$ cat src/rtl/serial_front_pkg.sv
package serial_front_pkg;

  typedef enum logic [2:0] {
    REG_TXD  = 3'd0,
    REG_RXD  = 3'd1,
    REG_CTRL = 3'd2,
    REG_STAT = 3'd3,
    REG_LVL  = 3'd4,
    REG_BAUD = 3'd5
  } reg_sel_e;

  // control word bit positions
  localparam int CTL_TX_EN    = 12;
  localparam int CTL_RX_EN    = 13;
  localparam int CTL_TX_FLUSH = 22;
  localparam int CTL_RX_FLUSH = 23;
  localparam int CTL_ERR_CLR  = 24;
  localparam int CTL_RX_IE    = 27;
  localparam int CTL_TX_IE    = 28;

  // status word bit positions
  localparam int ST_PAR      = 16;
  localparam int ST_FRM      = 17;
  localparam int ST_OVF      = 18;
  localparam int ST_RX_EMPTY = 20;
  localparam int ST_TX_FULL  = 21;
  localparam int ST_TX_EMPTY = 22;
  localparam int ST_TX_BUSY  = 25;

endpackage

$ cat src/rtl/fifo_ring.sv
module fifo_ring #(
  parameter int WIDTH = 8,
  parameter int DEPTH = 64
) (
  input  logic                          clk,
  input  logic                          rst_n,
  input  logic                          flush,
  input  logic                          push,
  input  logic [WIDTH-1:0]              push_data,
  input  logic                          pop,
  output logic [WIDTH-1:0]              pop_data,
  output logic [$clog2(DEPTH):0]        count,
  output logic                          full,
  output logic                          empty
);

  localparam int PTR_W = $clog2(DEPTH);
  localparam int CNT_W = PTR_W + 1;

  logic [WIDTH-1:0] mem [DEPTH];
  logic [CNT_W-1:0] wr_ptr_q, wr_ptr_d;
  logic [CNT_W-1:0] rd_ptr_q, rd_ptr_d;
  logic             do_push, do_pop;

  assign count    = wr_ptr_q - rd_ptr_q;
  assign full     = (count == CNT_W'(DEPTH));
  assign empty    = (count == '0);
  assign do_push  = push & ~full & ~flush;
  assign do_pop   = pop & ~empty & ~flush;
  assign pop_data = mem[rd_ptr_q[PTR_W-1:0]];

  always_comb begin
    wr_ptr_d = wr_ptr_q;
    rd_ptr_d = rd_ptr_q;
    if (flush) begin
      wr_ptr_d = '0;
      rd_ptr_d = '0;
    end else begin
      if (do_push) wr_ptr_d = wr_ptr_q + CNT_W'(1);
      if (do_pop)  rd_ptr_d = rd_ptr_q + CNT_W'(1);
    end
  end

  always_ff @(posedge clk or negedge rst_n) begin
    if (!rst_n) begin
      wr_ptr_q <= '0;
      rd_ptr_q <= '0;
    end else begin
      wr_ptr_q <= wr_ptr_d;
      rd_ptr_q <= rd_ptr_d;
    end
  end

  always_ff @(posedge clk) begin
    if (do_push) mem[wr_ptr_q[PTR_W-1:0]] <= push_data;
  end

  AST_NO_OVERFLOW: assert property (@(posedge clk) disable iff (!rst_n)
    full && push && !pop && !flush |=> full && $stable(wr_ptr_q));

  AST_NO_UNDERFLOW: assert property (@(posedge clk) disable iff (!rst_n)
    empty && pop && !push && !flush |=> empty && $stable(rd_ptr_q));

endmodule

$ cat src/rtl/sticky_err.sv
module sticky_err (
  input  logic clk,
  input  logic rst_n,
  input  logic clear,
  input  logic set_par,
  input  logic set_frm,
  input  logic set_ovf,
  output logic par_flag,
  output logic frm_flag,
  output logic ovf_flag
);

  logic par_d, frm_d, ovf_d;

  always_comb begin
    if (clear) begin
      par_d = 1'b0;
      frm_d = 1'b0;
      ovf_d = 1'b0;
    end else begin
      par_d = par_flag | set_par;
      frm_d = frm_flag | set_frm;
      ovf_d = ovf_flag | set_ovf;
    end
  end

  always_ff @(posedge clk or negedge rst_n) begin
    if (!rst_n) begin
      par_flag <= 1'b0;
      frm_flag <= 1'b0;
      ovf_flag <= 1'b0;
    end else begin
      par_flag <= par_d;
      frm_flag <= frm_d;
      ovf_flag <= ovf_d;
    end
  end

  AST_PAR_STICKY: assert property (@(posedge clk) disable iff (!rst_n)
    par_flag && !clear |=> par_flag);

  AST_FRM_STICKY: assert property (@(posedge clk) disable iff (!rst_n)
    frm_flag && !clear |=> frm_flag);

  AST_CLEAR_WINS: assert property (@(posedge clk) disable iff (!rst_n)
    clear |=> !par_flag && !frm_flag && !ovf_flag);

endmodule

$ cat src/rtl/irq_gen.sv
module irq_gen #(
  parameter int CNT_W = 7,
  parameter int LVL_W = 8
) (
  input  logic             rx_ie,
  input  logic             tx_ie,
  input  logic [CNT_W-1:0] rx_count,
  input  logic [CNT_W-1:0] tx_count,
  input  logic [LVL_W-1:0] rx_level,
  input  logic [LVL_W-1:0] tx_level,
  output logic             irq
);

  logic rx_req, tx_req;

  assign rx_req = rx_ie & (32'(rx_count) >= 32'(rx_level));
  assign tx_req = tx_ie & (32'(tx_count) <= 32'(tx_level));
  assign irq    = rx_req | tx_req;

endmodule

$ cat src/rtl/serial_port_front.sv
module serial_port_front
  import serial_front_pkg::*;
#(
  parameter int FIFO_DEPTH = 64,
  parameter int DATA_W     = 8,
  parameter int LVL_W      = 8,
  parameter int BAUD_W     = 25
) (
  input  logic              clk,
  input  logic              rst_n,
  input  logic [2:0]        bus_addr,
  input  logic              bus_wr,
  input  logic              bus_rd,
  input  logic [31:0]       bus_wdata,
  output logic [31:0]       bus_rdata,
  output logic [DATA_W-1:0] tx_data,
  output logic              tx_valid,
  input  logic              tx_ready,
  input  logic              tx_busy,
  input  logic [DATA_W-1:0] rx_data,
  input  logic              rx_valid,
  output logic              rx_ready,
  input  logic              rx_par_err,
  input  logic              rx_frm_err,
  output logic [BAUD_W-1:0] baud_cfg,
  output logic              irq
);

  localparam int CNT_W = $clog2(FIFO_DEPTH) + 1;

  // reset: asserted at once, released through two stages
  logic [1:0] rst_pipe;
  logic       arst_n;

  always_ff @(posedge clk or negedge rst_n) begin
    if (!rst_n) rst_pipe <= 2'b00;
    else        rst_pipe <= {rst_pipe[0], 1'b1};
  end
  assign arst_n = rst_pipe[1];

  // register decode
  reg_sel_e sel;
  logic     ctrl_we, lvl_we, baud_we, txd_wr, rxd_rd;

  assign sel     = reg_sel_e'(bus_addr);
  assign ctrl_we = bus_wr & (sel == REG_CTRL);
  assign lvl_we  = bus_wr & (sel == REG_LVL);
  assign baud_we = bus_wr & (sel == REG_BAUD);
  assign txd_wr  = bus_wr & (sel == REG_TXD);
  assign rxd_rd  = bus_rd & (sel == REG_RXD);

  logic [31:0]        ctrl_q;
  logic [2*LVL_W-1:0] lvl_q;
  logic [BAUD_W-1:0]  baud_q;

  always_ff @(posedge clk or negedge arst_n) begin
    if (!arst_n) begin
      ctrl_q <= '0;
      lvl_q  <= '0;
      baud_q <= '0;
    end else begin
      if (ctrl_we) ctrl_q <= bus_wdata;
      if (lvl_we)  lvl_q  <= bus_wdata[2*LVL_W-1:0];
      if (baud_we) baud_q <= bus_wdata[BAUD_W-1:0];
    end
  end

  assign baud_cfg = baud_q;

  // transmit queue
  logic [CNT_W-1:0]  tx_count;
  logic              tx_full, tx_empty, tx_pop;
  logic [DATA_W-1:0] tx_head;

  assign tx_valid = ctrl_q[CTL_TX_EN] & ~ctrl_q[CTL_TX_FLUSH] & ~tx_empty;
  assign tx_pop   = tx_valid & tx_ready;
  assign tx_data  = tx_head;

  fifo_ring #(.WIDTH(DATA_W), .DEPTH(FIFO_DEPTH)) u_tx_fifo (
    .clk       (clk),
    .rst_n     (arst_n),
    .flush     (ctrl_q[CTL_TX_FLUSH]),
    .push      (txd_wr),
    .push_data (bus_wdata[DATA_W-1:0]),
    .pop       (tx_pop),
    .pop_data  (tx_head),
    .count     (tx_count),
    .full      (tx_full),
    .empty     (tx_empty)
  );

  // receive queue
  logic [CNT_W-1:0]  rx_count;
  logic              rx_full, rx_empty, rx_push;
  logic [DATA_W-1:0] rx_head;

  assign rx_ready = ctrl_q[CTL_RX_EN] & ~ctrl_q[CTL_RX_FLUSH] & ~rx_full;
  assign rx_push  = rx_valid & rx_ready;

  fifo_ring #(.WIDTH(DATA_W), .DEPTH(FIFO_DEPTH)) u_rx_fifo (
    .clk       (clk),
    .rst_n     (arst_n),
    .flush     (ctrl_q[CTL_RX_FLUSH]),
    .push      (rx_push),
    .push_data (rx_data),
    .pop       (rxd_rd),
    .pop_data  (rx_head),
    .count     (rx_count),
    .full      (rx_full),
    .empty     (rx_empty)
  );

  // sticky error flags
  logic err_par, err_frm, err_ovf;

  sticky_err u_err (
    .clk      (clk),
    .rst_n    (arst_n),
    .clear    (ctrl_q[CTL_ERR_CLR]),
    .set_par  (rx_push & rx_par_err),
    .set_frm  (rx_push & rx_frm_err),
    .set_ovf  (txd_wr & tx_full),
    .par_flag (err_par),
    .frm_flag (err_frm),
    .ovf_flag (err_ovf)
  );

  // interrupt
  irq_gen #(.CNT_W(CNT_W), .LVL_W(LVL_W)) u_irq (
    .rx_ie    (ctrl_q[CTL_RX_IE]),
    .tx_ie    (ctrl_q[CTL_TX_IE]),
    .rx_count (rx_count),
    .tx_count (tx_count),
    .rx_level (lvl_q[LVL_W-1:0]),
    .tx_level (lvl_q[2*LVL_W-1:LVL_W]),
    .irq      (irq)
  );

  // status and read mux
  logic [31:0] status;

  always_comb begin
    status              = '0;
    status[ST_PAR]      = err_par;
    status[ST_FRM]      = err_frm;
    status[ST_OVF]      = err_ovf;
    status[ST_RX_EMPTY] = rx_empty;
    status[ST_TX_FULL]  = tx_full;
    status[ST_TX_EMPTY] = tx_empty;
    status[ST_TX_BUSY]  = tx_busy;
  end

  always_comb begin
    case (sel)
      REG_RXD:  bus_rdata = rx_empty ? 32'd0 : {{(32-DATA_W){1'b0}}, rx_head};
      REG_CTRL: bus_rdata = ctrl_q;
      REG_STAT: bus_rdata = status;
      REG_LVL:  bus_rdata = {{(32-2*LVL_W){1'b0}}, lvl_q};
      REG_BAUD: bus_rdata = {{(32-BAUD_W){1'b0}}, baud_q};
      default:  bus_rdata = 32'd0;
    endcase
  end

  AST_TX_HOLD: assert property (@(posedge clk) disable iff (!arst_n)
    tx_valid && !tx_ready && !ctrl_we |=> tx_valid && $stable(tx_data));

  AST_TX_OVF_FLAG: assert property (@(posedge clk) disable iff (!arst_n)
    txd_wr && tx_full && !ctrl_q[CTL_ERR_CLR] |=> status[ST_OVF]);

  AST_RX_ACCEPT: assert property (@(posedge clk) disable iff (!arst_n)
    rx_push |=> !status[ST_RX_EMPTY]);

  AST_EMPTY_READ: assert property (@(posedge clk) disable iff (!arst_n)
    rxd_rd && rx_empty && !rx_push |=> status[ST_RX_EMPTY]);

endmodule

$ cat config.mk
export PLATFORM = sky130hd
export DESIGN_NAME = serial_port_front
export DESIGN_NICKNAME = d
export VERILOG_FILES = /design/src/rtl/serial_front_pkg.sv /design/src/rtl/fifo_ring.sv /design/src/rtl/sticky_err.sv /design/src/rtl/irq_gen.sv /design/src/rtl/serial_port_front.sv
export SDC_FILE = /design/constraint.sdc
export NUM_CORES = 1
export LEC_CHECK = 0
export BUFFER_PORTS_ARGS = -buffer_cell sky130_fd_sc_hd__buf_4
export CAP_MARGIN = 10
export CORE_MARGIN = 8
export CORE_UTILIZATION = 50
export CTS_CLUSTER_SIZE = 8
export DETAILED_ROUTE_END_ITERATION = 7
export GPL_ROUTABILITY_DRIVEN = 0
export HOLD_SLACK_MARGIN = 0.08
export PLACE_DENSITY = 0.8
export SYNTH_ARGS = -nofsm -noshare
export SYNTH_HDL_FRONTEND = slang
export SYNTH_SLANG_ARGS = --single-unit
$ cat constraint.sdc
create_clock -name clk -period 3.1 [get_ports clk]
set_input_delay 0.155 -clock clk [delete_from_list [all_inputs] [get_ports clk]]
set_output_delay 0.155 -clock clk [all_outputs]
set_load 0.03 [all_outputs]
Word level (Yosys, flattened, before mapping)
Memories as Yosys holds them, arrays and structs flattened. Index checks and enable logic that the tools add are counted.

Add/subtract/negate cells: 6. Eq/ne operators: 7. Muxes and demuxes: 17. Bitwise gates (word level): 34. Reductions and logical operators: 7. $lt $le $gt $ge: 2.

Operators with widths (count): $pmux W32 S5 (1); $mux W7 (8); $add A7 B1 Y7 const B (4); $and A1 B1 Y1 (24); $eq A7 B7 Y1 const B (2); $logic_not A7 Y1 (2); $sub A7 B7 Y7 (2); $ge A7 B8 Y1 (1); $le A7 B8 Y1 (1); $mux W8 (1); $reduce_bool A2 Y1 (4); $mux W1 (7); $eq A3 B2 Y1 const B (2); $eq A3 B3 Y1 const B (2); $not A1 Y1 (6); $or A1 B1 Y1 (4); $eq A3 B1 Y1 const B (1); $logic_not A3 Y1 (1).

Word-level logic and storage cells: 86. Memories kept: 2. Bits of input ports: 52. Register bits: 106. Output and inout port bits: 68. Memory bits (writable): 1024.

Memories: u_rx_fifo.mem (words 64, width 8, read ports 1, clocked after memory_dff 0, write ports 1, RTL line fifo_ring.sv:20) `logic [WIDTH-1:0] mem [DEPTH];`; u_tx_fifo.mem (words 64, width 8, read ports 1, clocked after memory_dff 0, write ports 1, RTL line fifo_ring.sv:20).

Longest topological paths before layout
Depth after elaboration: 9. Mapped depth: 14. Depth with buffers taken out: 14.

By module
Synthesis repeated with hierarchy kept, for this count alone.

Cell total of the unflattened synthesis: 2247. Area, all modules: 45847.7 sq um.

By module, submodules not included: fifo_ring at u_tx_fifo (cells an instance 961, seq. area each 15725.1 sq um, area each 20902.5 sq um, times used 1); fifo_ring at u_rx_fifo (cells an instance 971, seq. area each 15725.1 sq um, area each 20797.4 sq um, times used 1); serial_port_front (cells an instance 260, seq. area each 1876.8 sq um, area each 3682.3 sq um, times used 1); irq_gen (cells an instance 49, seq. area each 0.0 sq um, area each 360.3 sq um, times used 1); sticky_err (cells an instance 6, seq. area each 75.1 sq um, area each 105.1 sq um, times used 1).

Worst setup path before layout
No wires, ideal clock.

Path type: register to register. From: register u_tx_fifo.rd_ptr_q[1]. To: memory u_tx_fifo.mem[31][0], enable pin. Required time: 2.681 ns. Arrival time: 3.733 ns. Slack: -1.052 ns. Stages on the path, launching flop included: 11. Path buffers: 2. Setup time: 0.419 ns. Clock period less this slack: 4.152 ns. Cells stage by stage: dfrtp_1 buf_1 clkbuf_1 inv_1 fa_1 nand3_1 a21oi_1 mux2i_1 and2_1 clkinv_1 a2111oi_0.

Longest elaborated chain between the ends: 7.

Ends and longest elaborated chain: from (decl) (RTL line fifo_ring.sv:22) `logic [CNT_W-1:0] rd_ptr_q, rd_ptr_d;`; from (signal assigned) (RTL line fifo_ring.sv:50) `rd_ptr_q <= rd_ptr_d;`; $sub A7 B7 Y7 (RTL line fifo_ring.sv:25) `assign count = wr_ptr_q - rd_ptr_q;`; $eq A7 B7 Y1 (RTL line fifo_ring.sv:26) `assign full = (count == CNT_W'(DEPTH));`; $not A1 Y1 (RTL line fifo_ring.sv:28) `assign do_push = push & ~full & ~flush;`; $and A1 B1 Y1 (2 in series) (RTL line fifo_ring.sv:28); $mux W1 (RTL line fifo_ring.sv:55) `if (do_push) mem[wr_ptr_q[PTR_W-1:0]] <= push_data;`; $mux W1 (not written as such) (RTL line fifo_ring.sv:55); to (decl) (RTL line fifo_ring.sv:20).

Every way passes these cells.

Final worst setup path
From: register u_tx_fifo.wr_ptr_q[0]. To: output irq.

Longest elaborated chain between the ends: 4.

Ends and longest elaborated chain: from (decl) (RTL line fifo_ring.sv:21) `logic [CNT_W-1:0] wr_ptr_q, wr_ptr_d;`; from (signal assigned) (RTL line fifo_ring.sv:49) `wr_ptr_q <= wr_ptr_d;`; $sub A7 B7 Y7 (RTL line fifo_ring.sv:25); $le A7 B8 Y1 (RTL line irq_gen.sv:17) `assign tx_req = tx_ie & (32'(tx_count) <= 32'(tx_level));`; $and A1 B1 Y1 (RTL line irq_gen.sv:17); $or A1 B1 Y1 (RTL line irq_gen.sv:18) `assign irq = rx_req | tx_req;`; to (decl) (RTL line serial_port_front.sv:26) `output logic irq`.

Every way passes these cells.

==> results.txt <==
The flow ran to the end, but the final reports show violations. The checks that failed: setup timing. The post-route cell area came out at between 50000 and 60000 µm².

Prior to clock tree synthesis, the placed netlist has a worst setup slack of -120 ps. The first-pass GRT wire length is 181 mm. The number of instances in the synthesized netlist is approximately 2400. The number of nets in the synthesized netlist is ~2500. The clock transition time at the flip-flop clock pins of the worst setup and hold paths came out at around 50 ps.

0 antenna diodes ended up in the layout. The portion of the clock cycle consumed by the worst path in the final layout is 118%. Counting the fill cells in the layout gives ~5400. Buffers inserted during clock tree synthesis total roughly 160.

For the worst-skew pair, the clock arrives at the later sink with an insertion delay of around 760 ps. STA classifies the critical path endpoint as an output pin. The share of synthesized area occupied by flip-flops and latches is around three quarters. Setup repair after global routing could not meet its margin everywhere. The count of endpoints failing hold in the final timing report came out at 0. The CTS H-tree depth is 4. The total global-route track usage came out at a little under a quarter. The number of antenna violations at the first check in global routing came out at 2. The count of state elements after synthesis came out at 1130.

The number of different library cells in the post-synthesis netlist is 62. The setup slack on the worst flop-to-flop path is -160 ps. The routed layout has ~27000 vias. The total power divided by cell area is ~710 nW/µm².

The share of final-layout standard cells stronger than drive strength 1 is 39.5%. For this design the top-level I/O count stands at 120. The number of enable-type register cells in the synthesized netlist is roughly 1000.

The total area inside the core boundary comes to between 90000 and 100000 µm². The largest net degree at the start of global routing is 86. The actual transition at the worst max-transition pin came out at roughly 900 ps. The final layout contains 3022 nets. The starting density of the core came out at 50.5%. The via count normalized by instance count came out at approximately 6.5. The area enclosed by the die boundary came out at ~100000 µm².

The proportion of register bits with asynchronous set or reset after synthesis is approximately a tenth. Measured against its own limit, the worst slew margin works out to 37.9%. The via count of the first global-routing pass was about 28000.

The final-layout worst hold slack is ~150 ps. Data arrives at the worst endpoint at about 3500 ps. The largest voltage drop on the vdd net came out at between 0.0007 and 0.0008 V.

The buffer levels on the longest clock path came out at 3. The maximum fanout count along the critical path came out at 2. The count of pins over their slew limit is 0. Once placement finished, the instance area stood at between 50000 and 60000 µm². The leakage component of the power is 0.0190 µW.

The buffer cell driving the clock tree root is sky130_fd_sc_hd__clkbuf_16. The total of endpoints with negative setup slack in the final report came out at approximately 1000. In the synthesized netlist the dominant register cell turns out to be sky130_fd_sc_hd__edfxtp_1. The port buffer count came out at around 120. The maximum frequency from static timing analysis came out at between 200 and 300 MHz. The critical path in this run is classified as flop to output pin. The number of synthesis warnings came out at 0. The minimum period implied by the final worst setup slack is about 3600 ps.

The final worst clock skew is about 42 ps. The area of the multi-input gates came out at approximately 13000 µm². The final core utilization is 63.8%. The synthesized cell area is ~46000 µm².

STA puts the critical path data required time at ~2900 ps. The average routed wire per standard cell came out at 30.7 µm. The total clock sinks is roughly 1100.

The number of max-capacitance violations reported is 0. The first TritonRoute pass finished after 6 iterations. The horizontal die dimension came out at approximately 320 µm. The HPWL reported at the end of detailed placement came out at between 60 and 70 mm.

The remaining number of nets flagged by the antenna check after routing came out at 0. The number of remaining DRC errors is 0. TritonCTS built the clock tree. The detailed router finished its first iteration with roughly 3600 violations. Measured along the y axis, the die boundary spans 318 µm. The area growth from synthesis to final layout is 26.4%.

In the final layout, flip-flops and latches occupy about 33000 µm². Dividing the synthesized area by the synthesized cell count gives 18.8 µm². For this block, the routed nets add up to 128 mm of wire.

The total congestion overflow after global routing came out at 0. After layout, the worst setup slack is -550 ps. The element type at the critical path start is a flop. The final sum of negative setup slack came out at -71850 ps. The path class of the tightest hold or removal check is input port to flop. Row generation in the floorplan step produced 110 rows.
## cell usage in the layout, fill, tap and decap left out, types with 32 or more instances in the layout
master                          netlist  routed
sky130_fd_sc_hd__a21oi_1             44      41
sky130_fd_sc_hd__mux2i_1             86      84
sky130_fd_sc_hd__nand3_1             37      32
sky130_fd_sc_hd__mux4_2             245     245
sky130_fd_sc_hd__dfrtp_1            106     100
sky130_fd_sc_hd__edfxtp_1          1024    1024
sky130_fd_sc_hd__buf_12               0      40
sky130_fd_sc_hd__nor2_1             124      58
sky130_fd_sc_hd__dlygate4sd3_1        0      61
sky130_fd_sc_hd__o21ai_0             66      48
sky130_fd_sc_hd__clkbuf_1            75      43
sky130_fd_sc_hd__buf_4                1     308
sky130_fd_sc_hd__nand2_1             79      58
sky130_fd_sc_hd__clkbuf_16            0     171
sky130_fd_sc_hd__nor3_2               0      65
sky130_fd_sc_hd__mux2_2              71      71
sky130_fd_sc_hd__buf_6                0      49
sky130_fd_sc_hd__nor2_4               0      58
## flip-flops by register name (all words and copies together) (netlist names), 2 cells and up
name                flops
u_tx_fifo.wr_ptr_q      7
u_tx_fifo.mem         512
u_tx_fifo.rd_ptr_q      7
lvl_q                  16
u_rx_fifo.mem         512
rst_pipe                2
baud_cfg               25
u_rx_fifo.rd_ptr_q      7
ctrl_q                 32
u_rx_fifo.wr_ptr_q      7
## final cells by class
| class | instances | share of cell area [%] |
|---|---|---|
| Multi-Input combinational cell | 1118 | 22.6 |
| Clock inverter | 15 | 0.457 |
| Tap cell | 1176 | 2.56 |
| Sequential cell | 1130 | 58.1 |
| Inverter | 42 | 0.294 |
| Timing Repair Buffer | 487 | 8.72 |
| Clock buffer | 202 | 7.20 |
## final timing paths
kind,endpoint,from,depth (start not counted)
worst max register to register,u_tx_fifo.mem[33][5],u_tx_fifo.rd_ptr_q[0],13
worst min register to register,baud_cfg[6],rst_pipe[1],0
worst max-delay path,irq,u_tx_fifo.wr_ptr_q[0],13
max in group asynchronous,u_tx_fifo.rd_ptr_q[1],rst_pipe[1],1
min in group asynchronous,rst_pipe[1],rst_n,3
worst min-delay path,u_tx_fifo.wr_ptr_q[5],bus_addr[0],6
## worst max-delay path: stages (launching register included)
cell                        delay, ps
sky130_fd_sc_hd__dfrtp_1          420
sky130_fd_sc_hd__inv_2            100
sky130_fd_sc_hd__ha_4             140
sky130_fd_sc_hd__inv_2             40
sky130_fd_sc_hd__fa_2             560
sky130_fd_sc_hd__ha_4             210
sky130_fd_sc_hd__nor2b_1          130
sky130_fd_sc_hd__o21a_1           170
sky130_fd_sc_hd__o21a_1           170
sky130_fd_sc_hd__o211ai_1         240
sky130_fd_sc_hd__a21boi_2         110
sky130_fd_sc_hd__o21ai_2          190
sky130_fd_sc_hd__o2bb2ai_2        120
sky130_fd_sc_hd__buf_6            160
## layer usage
layer	vias to the layer above	share of wire, %	global-route usage (%)
met4	2	5.5	10.3
li1	10900	-	-
met5	-	0.010	0
met2	1987	50	40.0
met3	450	9.5	4.68
met1	13800	35	29.9
## cell usage after synthesis (all sizes together), types with 4 or more instances
cell type / instances / area share (%)
nand4: 7 / 0.096
or3: 11 / 0.15
buf: 57 / 0.58
ha: 30 / 0.82
a221oi: 12 / 0.23
inv: 39 / 0.32
a31o: 4 / 0.077
mux4: 245 / 12
nor3: 74 / 0.81
xnor2: 6 / 0.12
a21oi: 45 / 0.50
a31oi: 6 / 0.082
o211ai: 7 / 0.12
and2: 14 / 0.19
a21o: 4 / 0.066
nand2b: 11 / 0.15
edfxtp: 1024 / 68
o22a: 5 / 0.096
and3b: 4 / 0.077
a211oi: 21 / 0.35
nand2: 79 / 0.65
dfrtp: 106 / 5.8
nor2b: 17 / 0.23
o21ai: 66 / 0.73
mux2: 71 / 1.8
nand3: 37 / 0.41
clkbuf: 75 / 0.62
mux2i: 86 / 1.9
a22o: 9 / 0.17
o22ai: 27 / 0.37
a22oi: 40 / 0.66
and3: 6 / 0.082
o221ai: 7 / 0.13
xor2: 6 / 0.12
nor2: 124 / 1.0
nor3b: 5 / 0.082
## metrics by stage
stage               cells  power, µW
finish               4170      41100
global route         4170      42100
CTS                  4130      40000
detailed placement   3811      23500
global placement     3811      23300
floorplan            2422      21300
## kinds of logic after synthesis
group / count (synthesis) / share of synthesized area, %
muxes: 402 / 15.8
and+or+nand+nor: 398 / 4.17
other: 1 / 0.00824
adders and majority gates: 32 / 0.913
DFF: 1130 / 73.4
buffers and inverters: 174 / 1.55
xor gates and xnor gates: 12 / 0.231
AOI/OAI and AO/OA: 273 / 3.96
## power breakdown
| group | internal, µW | switching (µW) | leakage (µW) | total, µW |
|---|---|---|---|---|
| registers | 16900 | 240 | 0.0105 | 17200 |
| clock network | 9290 | 6360 | 0.00213 | 15700 |
| logic | 4090 | 4200 | 0.00630 | 8290 |
## what timing repair did
| action | 4_1_cts | 5_1_grt |
|---|---|---|
| resized for setup | 169 | 86 |
| hold buffers | 61 | 0 |
| buffers inserted | 35 | 29 |
| pin swaps | 48 | 55 |
| endpoints found under the setup margin | 259 | 1030 |
| endpoints found under the hold margin | 1099 | 0 |
| cloned | 6 | 13 |
No activity file was read; power rests on OpenSTA's default activity.
